--- src/rtl/bmdma_pkg.sv ---
package bmdma_pkg;
  typedef enum logic [1:0] {
    RA_CMD  = 2'd0,
    RA_STAT = 2'd1,
    RA_PTR  = 2'd2,
    RA_NONE = 2'd3
  } reg_addr_e;

  localparam int CMD_RUN   = 0;
  localparam int CMD_TOMEM = 3;
  localparam int ST_ACT    = 0;
  localparam int ST_ERR    = 1;
  localparam int ST_INT    = 2;
  localparam int ST_FAULT  = 4;
  localparam int ST_DRV0   = 5;
  localparam int BYTE_W    = 8;
endpackage

--- src/rtl/bmdma_cmd.sv ---
module bmdma_cmd
  import bmdma_pkg::*;
#(
  parameter int PTR_W = 32,
  parameter int ALIGN = 2
) (
  input  logic              clk_i,
  input  logic              rst_ni,
  input  logic              cmd_we_i,
  input  logic              ptr_we_i,
  input  logic [PTR_W-1:0]  wdata_i,
  output logic [BYTE_W-1:0] cmd_o,
  output logic [PTR_W-1:0]  ptr_o,
  output logic              start_o,
  output logic              stop_o
);
  logic               run_q, tomem_q;
  logic [PTR_W-1:ALIGN] ptr_q;

  always_ff @(posedge clk_i or negedge rst_ni) begin
    if (!rst_ni) begin
      run_q   <= 1'b0;
      tomem_q <= 1'b0;
      ptr_q   <= '0;
    end else begin
      if (cmd_we_i) begin
        run_q   <= wdata_i[CMD_RUN];
        tomem_q <= wdata_i[CMD_TOMEM];
      end
      if (ptr_we_i) ptr_q <= wdata_i[PTR_W-1:ALIGN];
    end
  end

  // start needs a table to walk
  assign start_o = cmd_we_i && wdata_i[CMD_RUN] && (ptr_q != '0);
  assign stop_o  = cmd_we_i && !wdata_i[CMD_RUN];
  assign ptr_o   = {ptr_q, {ALIGN{1'b0}}};

  always_comb begin
    cmd_o            = '0;
    cmd_o[CMD_RUN]   = run_q;
    cmd_o[CMD_TOMEM] = tomem_q;
  end

  p_start_ptr_r4: assert property (@(posedge clk_i) disable iff (!rst_ni)
    start_o |-> (ptr_o != '0));
endmodule

--- src/rtl/bmdma_stat.sv ---
module bmdma_stat
  import bmdma_pkg::*;
#(
  parameter int N_DRV = 2
) (
  input  logic              clk_i,
  input  logic              rst_ni,
  input  logic              stat_we_i,
  input  logic [BYTE_W-1:0] wdata_i,
  input  logic              start_i,
  input  logic              stop_i,
  input  logic              done_i,
  input  logic              err_i,
  input  logic              irq_i,
  output logic [BYTE_W-1:0] stat_o
);
  logic             act_q, err_q, int_q;
  logic [N_DRV-1:0] cap_q;

  always_ff @(posedge clk_i or negedge rst_ni) begin
    if (!rst_ni) begin
      act_q <= 1'b0;
      err_q <= 1'b0;
      int_q <= 1'b0;
    end else begin
      if (start_i)                        act_q <= 1'b1;
      else if (stop_i || done_i || err_i) act_q <= 1'b0;
      // set beats write-one-to-clear
      if (err_i)                                err_q <= 1'b1;
      else if (stat_we_i && wdata_i[ST_ERR])    err_q <= 1'b0;
      if (irq_i)                                int_q <= 1'b1;
      else if (stat_we_i && wdata_i[ST_INT])    int_q <= 1'b0;
    end
  end

  for (genvar d = 0; d < N_DRV; d++) begin : g_cap
    always_ff @(posedge clk_i or negedge rst_ni) begin
      if (!rst_ni)        cap_q[d] <= 1'b0;
      else if (stat_we_i) cap_q[d] <= wdata_i[ST_DRV0+d];
    end
  end

  always_comb begin
    stat_o         = '0;
    stat_o[ST_ACT] = act_q;
    stat_o[ST_ERR] = err_q;
    stat_o[ST_INT] = int_q;
    for (int d = 0; d < N_DRV; d++) stat_o[ST_DRV0+d] = cap_q[d];
  end

  p_active_rise_r4: assert property (@(posedge clk_i) disable iff (!rst_ni)
    $rose(act_q) |-> $past(start_i));
  p_active_clear_r5: assert property (@(posedge clk_i) disable iff (!rst_ni)
    ((stop_i || done_i || err_i) && !start_i) |=> !act_q);
  p_err_sticky_r6: assert property (@(posedge clk_i) disable iff (!rst_ni)
    (err_q && !(stat_we_i && wdata_i[ST_ERR])) |=> err_q);
  p_int_w1c_r7: assert property (@(posedge clk_i) disable iff (!rst_ni)
    (stat_we_i && wdata_i[ST_INT] && !irq_i) |=> !int_q);
  p_int_set_r7: assert property (@(posedge clk_i) disable iff (!rst_ni)
    irq_i |=> int_q);
endmodule

--- src/rtl/bmdma_end_chk.sv ---
module bmdma_end_chk
  import bmdma_pkg::*;
(
  input  logic [BYTE_W-1:0] stat_i,
  output logic              end_ok_o,
  output logic [BYTE_W-1:0] end_code_o,
  output logic              busy_hold_o
);
  always_comb begin
    end_ok_o   = stat_i[ST_INT] && !stat_i[ST_ERR] && !stat_i[ST_ACT];
    end_code_o = stat_i;
    end_code_o[ST_FAULT] = 1'b1;
    if (end_ok_o) end_code_o = '0;
    busy_hold_o = stat_i[ST_ACT] && stat_i[ST_ERR];
  end
endmodule

--- src/rtl/bmdma_regs.sv ---
module bmdma_regs
  import bmdma_pkg::*;
#(
  parameter int PTR_W = 32,
  parameter int ALIGN = 2,
  parameter int N_DRV = 2
) (
  input  logic              clk_i,
  input  logic              rst_ni,
  input  logic [1:0]        reg_addr_i,
  input  logic              reg_we_i,
  input  logic [PTR_W-1:0]  reg_wdata_i,
  output logic [PTR_W-1:0]  reg_rdata_o,
  input  logic              eng_done_i,
  input  logic              eng_err_i,
  input  logic              drv_irq_i,
  output logic              irq_o,
  output logic              tomem_o,
  output logic              end_ok_o,
  output logic [BYTE_W-1:0] end_code_o,
  output logic              busy_hold_o
);
  reg_addr_e         ra;
  logic [BYTE_W-1:0] cmd, stat;
  logic [PTR_W-1:0]  ptr;
  logic              start, stop;

  assign ra = reg_addr_e'(reg_addr_i);

  bmdma_cmd #(.PTR_W(PTR_W), .ALIGN(ALIGN)) i_cmd (
    .clk_i    (clk_i),
    .rst_ni   (rst_ni),
    .cmd_we_i (reg_we_i && ra == RA_CMD),
    .ptr_we_i (reg_we_i && ra == RA_PTR),
    .wdata_i  (reg_wdata_i),
    .cmd_o    (cmd),
    .ptr_o    (ptr),
    .start_o  (start),
    .stop_o   (stop)
  );

  bmdma_stat #(.N_DRV(N_DRV)) i_stat (
    .clk_i     (clk_i),
    .rst_ni    (rst_ni),
    .stat_we_i (reg_we_i && ra == RA_STAT),
    .wdata_i   (reg_wdata_i[BYTE_W-1:0]),
    .start_i   (start),
    .stop_i    (stop),
    .done_i    (eng_done_i),
    .err_i     (eng_err_i),
    .irq_i     (drv_irq_i),
    .stat_o    (stat)
  );

  bmdma_end_chk i_end (
    .stat_i      (stat),
    .end_ok_o    (end_ok_o),
    .end_code_o  (end_code_o),
    .busy_hold_o (busy_hold_o)
  );

  always_comb begin
    unique case (ra)
      RA_CMD:  reg_rdata_o = {{(PTR_W-BYTE_W){1'b0}}, cmd};
      RA_STAT: reg_rdata_o = {{(PTR_W-BYTE_W){1'b0}}, stat};
      RA_PTR:  reg_rdata_o = ptr;
      default: reg_rdata_o = '0;
    endcase
  end

  assign irq_o   = stat[ST_INT];
  assign tomem_o = cmd[CMD_TOMEM];

  p_end_ok_r10: assert property (@(posedge clk_i) disable iff (!rst_ni)
    end_ok_o |-> (irq_o && !busy_hold_o));
  p_done_idle_r5: assert property (@(posedge clk_i) disable iff (!rst_ni)
    (eng_done_i && !start) |=> !busy_hold_o);
endmodule

--- config.mk ---
export PLATFORM = sky130hd
export DESIGN_NAME = bmdma_regs
export DESIGN_NICKNAME = d
export VERILOG_FILES = /design/src/rtl/bmdma_pkg.sv /design/src/rtl/bmdma_cmd.sv /design/src/rtl/bmdma_stat.sv /design/src/rtl/bmdma_end_chk.sv /design/src/rtl/bmdma_regs.sv
export SDC_FILE = /design/constraint.sdc
export NUM_CORES = 1
export LEC_CHECK = 0
export ABC_AREA = 1
export BUFFER_PORTS_ARGS = -buffer_cell sky130_fd_sc_hd__buf_2
export CORE_ASPECT_RATIO = 0.9
export CORE_MARGIN = 4
export CORE_UTILIZATION = 42
export DETAILED_ROUTE_END_ITERATION = 10
export PLACE_DENSITY = 0.73
export SLEW_MARGIN = 20
export SYNTH_ARGS = -nofsm -noshare
export SYNTH_HDL_FRONTEND = slang
export SYNTH_SLANG_ARGS = --single-unit
--- constraint.sdc ---
create_clock -name clk_i -period 2.6 [get_ports clk_i]
set_clock_uncertainty 0.2 [all_clocks]
set_input_delay 0.13 -clock clk_i [delete_from_list [all_inputs] [get_ports clk_i]]
set_output_delay 0.13 -clock clk_i [all_outputs]
set_load 0.05 [all_outputs]
==> results.sh <==
export IMPL_status="finished, final reports clean"
export IMPL_rsz0062_at_grt="no"
export IMPL_syn_instance_count=247
export IMPL_cts_max_level=2
export IMPL_p_sw_share_pct=34.7
export IMPL_endpoint_kind="output port"
export IMPL_n_fill_cell=382
export IMPL_cts_sinks=37
export IMPL_ant_nets=0
export IMPL_firstDrtPassIters=4
export IMPL_critPathRequiredTime_ns=2.27
export IMPL_root_buffer="clkbuf_8"
export IMPL_clk_latency_ns=0.29
export IMPL_ys_seq_elements=37
export IMPL_post_cts_buffers=0
export IMPL_crit_type="reg -> out"
export IMPL_hp_class="in -> reg"
export IMPL_synth_cell_types=19
export IMPL_synth_top_cell_area_share_pct=51.2
export IMPL_reg2reg_slack_ns=1.11
export IMPL_numCtsBuffers=5
export IMPL_drv_cap=0
export IMPL_p_int_mw=1.13
export IMPL_clock_fmax_mhz=587
export IMPL_p_switching_mw=0.599
export IMPL_die_y_um=70.3
export IMPL_seq_power_share_pct=41.3
export IMPL_vias_per_cell=4.56
export IMPL_vias=1870
export IMPL_min_period_ns=1.70
export IMPL_synth_area_leaders="dfrtp_1, nor2_1, inv_1"
export IMPL_areaGrowthSynthToFinish_pct=50.0
export IMPL_drt_iter0_drc=76
export IMPL_synth_most_common_cell="nor2_1"
export IMPL_antenna_found_initial=0
export IMPL_grtUsageTotal_pct=19.9
export IMPL_cp_max_fo=5
export IMPL_cts_tree="done"
export IMPL_drive_above_1_share_pct=26.0
export IMPL_power_density_mw_per_mm2=636
export IMPL_power_leakage_nw=1.55
export IMPL_nNetsFinal=401
export IMPL_route_detailed_drc=0
export IMPL_min_period_over_period_pct=65.5
export IMPL_dp_cells=365
export IMPL_placedInstanceArea_mm2=0.00223
export IMPL_setup_tns_ns=0
export IMPL_arrival_ns=1.37
export IMPL_setup_viol=0
export IMPL_core_region_area_mm2=0.00413
export IMPL_fin_hold_ws_ns=0.0132
export IMPL_ys_top_cells_by_count="nor2_1, inv_1, dfrtp_1"
export IMPL_netlist_area_mm2=0.00181
export IMPL_fin_area_mm2=0.00271
export IMPL_synth_avg_cell_area_um2=7.32
export IMPL_yosysTopAreaCell="dfrtp_1"
export IMPL_wl_per_cell_um=12.4
export IMPL_clockBufferDepth=2
export IMPL_io_buffers=81
export IMPL_fp_row_count=22
export IMPL_routed_wl_mm=5.10
export IMPL_async_flop_share_pct=100
export IMPL_worstMarginPinSlew_ns=1.01
export IMPL_synthFlopType="dfrtp_1"
export IMPL_ys_warnings_count=0
export IMPL_grt_start_max_net_pins=61
export IMPL_grt_pass1_vias=1910
export IMPL_startpoint_type="flip-flop"
export IMPL_die_area_mm2=0.00542
export IMPL_gp_congestion=0.789
export IMPL_grt_first_pass_wirelength_mm=8.59
export IMPL_max_slew_margin_rel_pct=32.3
export IMPL_dpl_hpwl_mm=3.22
export IMPL_p_comb_share_pct=28.9
export IMPL_insertedDiodeCount=0
export IMPL_synth_edf_count=0
export IMPL_start_util_pct=43.8
export IMPL_die_width_um=77.2
export IMPL_io_pins=84
export IMPL_final_hold_viol_count=0
export IMPL_fin_cells=410
export IMPL_clockPowerShare_pct=29.8
export IMPL_vdd_drop_max_mv=0.343
export IMPL_cts_resized=0
export IMPL_gr_total_overflow=0
export IMPL_slew_viol_final=0
export IMPL_path_clk_slew_ns=0.07
export IMPL_ys_seq_area_share_pct=51.2
## sequential cells by signal, summed over array words and instances, names as in the netlist
| signal | count |
|---|---|
| i_stat.err_q | 1 |
| i_stat.int_q | 1 |
| i_stat.act_q | 1 |
| i_cmd.run_q | 1 |
| i_cmd.ptr_q | 30 |
| i_cmd.tomem_q | 1 |
| i_stat.stat_o | 2 |
## layer usage
layer / routed length, um / track usage (%) / up-vias
met5: 0 / 0 / -
met4: 113 / 6.92 / 0
met3: 285 / 4.25 / 12
li1: - / - / 959
met2: 2580 / 35.4 / 62
met1: 2120 / 23.6 / 837
## cell families after synthesis
logic type	synth area share, %
other	0.207
flip-flops	51.2
AND/OR/NAND/NOR	24.6
buffers and inverters	12.4
AO/OA/AOI/OAI	11.6
## final cells by class
class                           instances  area [um2]  share of cell area [%]
Clock buffer                            7        86.3                    3.18
Clock inverter                          1        30.0                    1.11
Inverter                               43         161                    5.95
Multi-Input combinational cell        156         674                    24.9
Sequential cell                        37         926                    34.1
Tap cell                               48        60.1                    2.21
Timing Repair Buffer                  118         776                    28.6
## power groups by stage
stage	Sequential (mW)	Combinational [mW]	Clock (mW)
detailed placement	0.724	0.455	0
CTS	0.713	0.497	0.526
floorplan	0.720	0.333	0
global route	0.725	0.549	0.544
global placement	0.720	0.448	0
finish	0.713	0.499	0.514
## layout by cell type (no fill, tap or decap)
cell           synthesis  routed
nor2_1                76      76
dfrtp_1               37      37
nand2_1               31      31
nand2_2                1       1
clkbuf_1               2       1
nor2_2                 1       1
o21bai_1               1       1
dlygate4sd3_1          0      37
inv_2                  2       2
nand3_1                3       3
nor2_4                 1       1
a21oi_1               26      26
nor3_4                 0       1
conb_1                 1       2
buf_2                  8      81
inv_1                 41      41
clkbuf_8               0       6
bufinv_16              0       1
a22o_1                 2       2
o21ai_1                4       4
o21ai_0                7       7
## final timing paths
check                              from              end  cells after the start
min                            reg_we_i     i_stat.act_q                      4
min reg2reg                 i_cmd.run_q      i_cmd.run_q                      2
max in group asynchronous        rst_ni  i_cmd.ptr_q[27]                      2
max                        i_stat.err_q    end_code_o[6]                      5
max reg2reg                i_stat.err_q     i_stat.err_q                      3
min in group asynchronous        rst_ni  i_cmd.ptr_q[10]                      2
## worst max-delay path, cell delays in order, from the launching register on
cell and delay, ns:
dfrtp_1 0.46, nor3_4 0.24, inv_1 0.09, nand2_1 0.06, inv_1 0.03, buf_2 0.20
## timing repair
item / in CTS / in global routing
hold buffers: 37 / 0
endpoints found under the setup margin: 0 / 0
endpoints found under the hold margin: 74 / 0
## per-stage QoR
step | utilization (%) | total power [mW] | setup slack (ns)
after floorplan | - | 1.05 | 0.272
after global placement | 53.9 | 1.17 | 0.936
after detailed placement | 53.9 | 1.18 | 0.856
after CTS | 65.7 | 1.74 | 0.886
after global routing | 65.7 | 1.82 | 0.798
final | 65.7 | 1.73 | 0.896
Note: power is estimated with default switching activity, not from simulation.
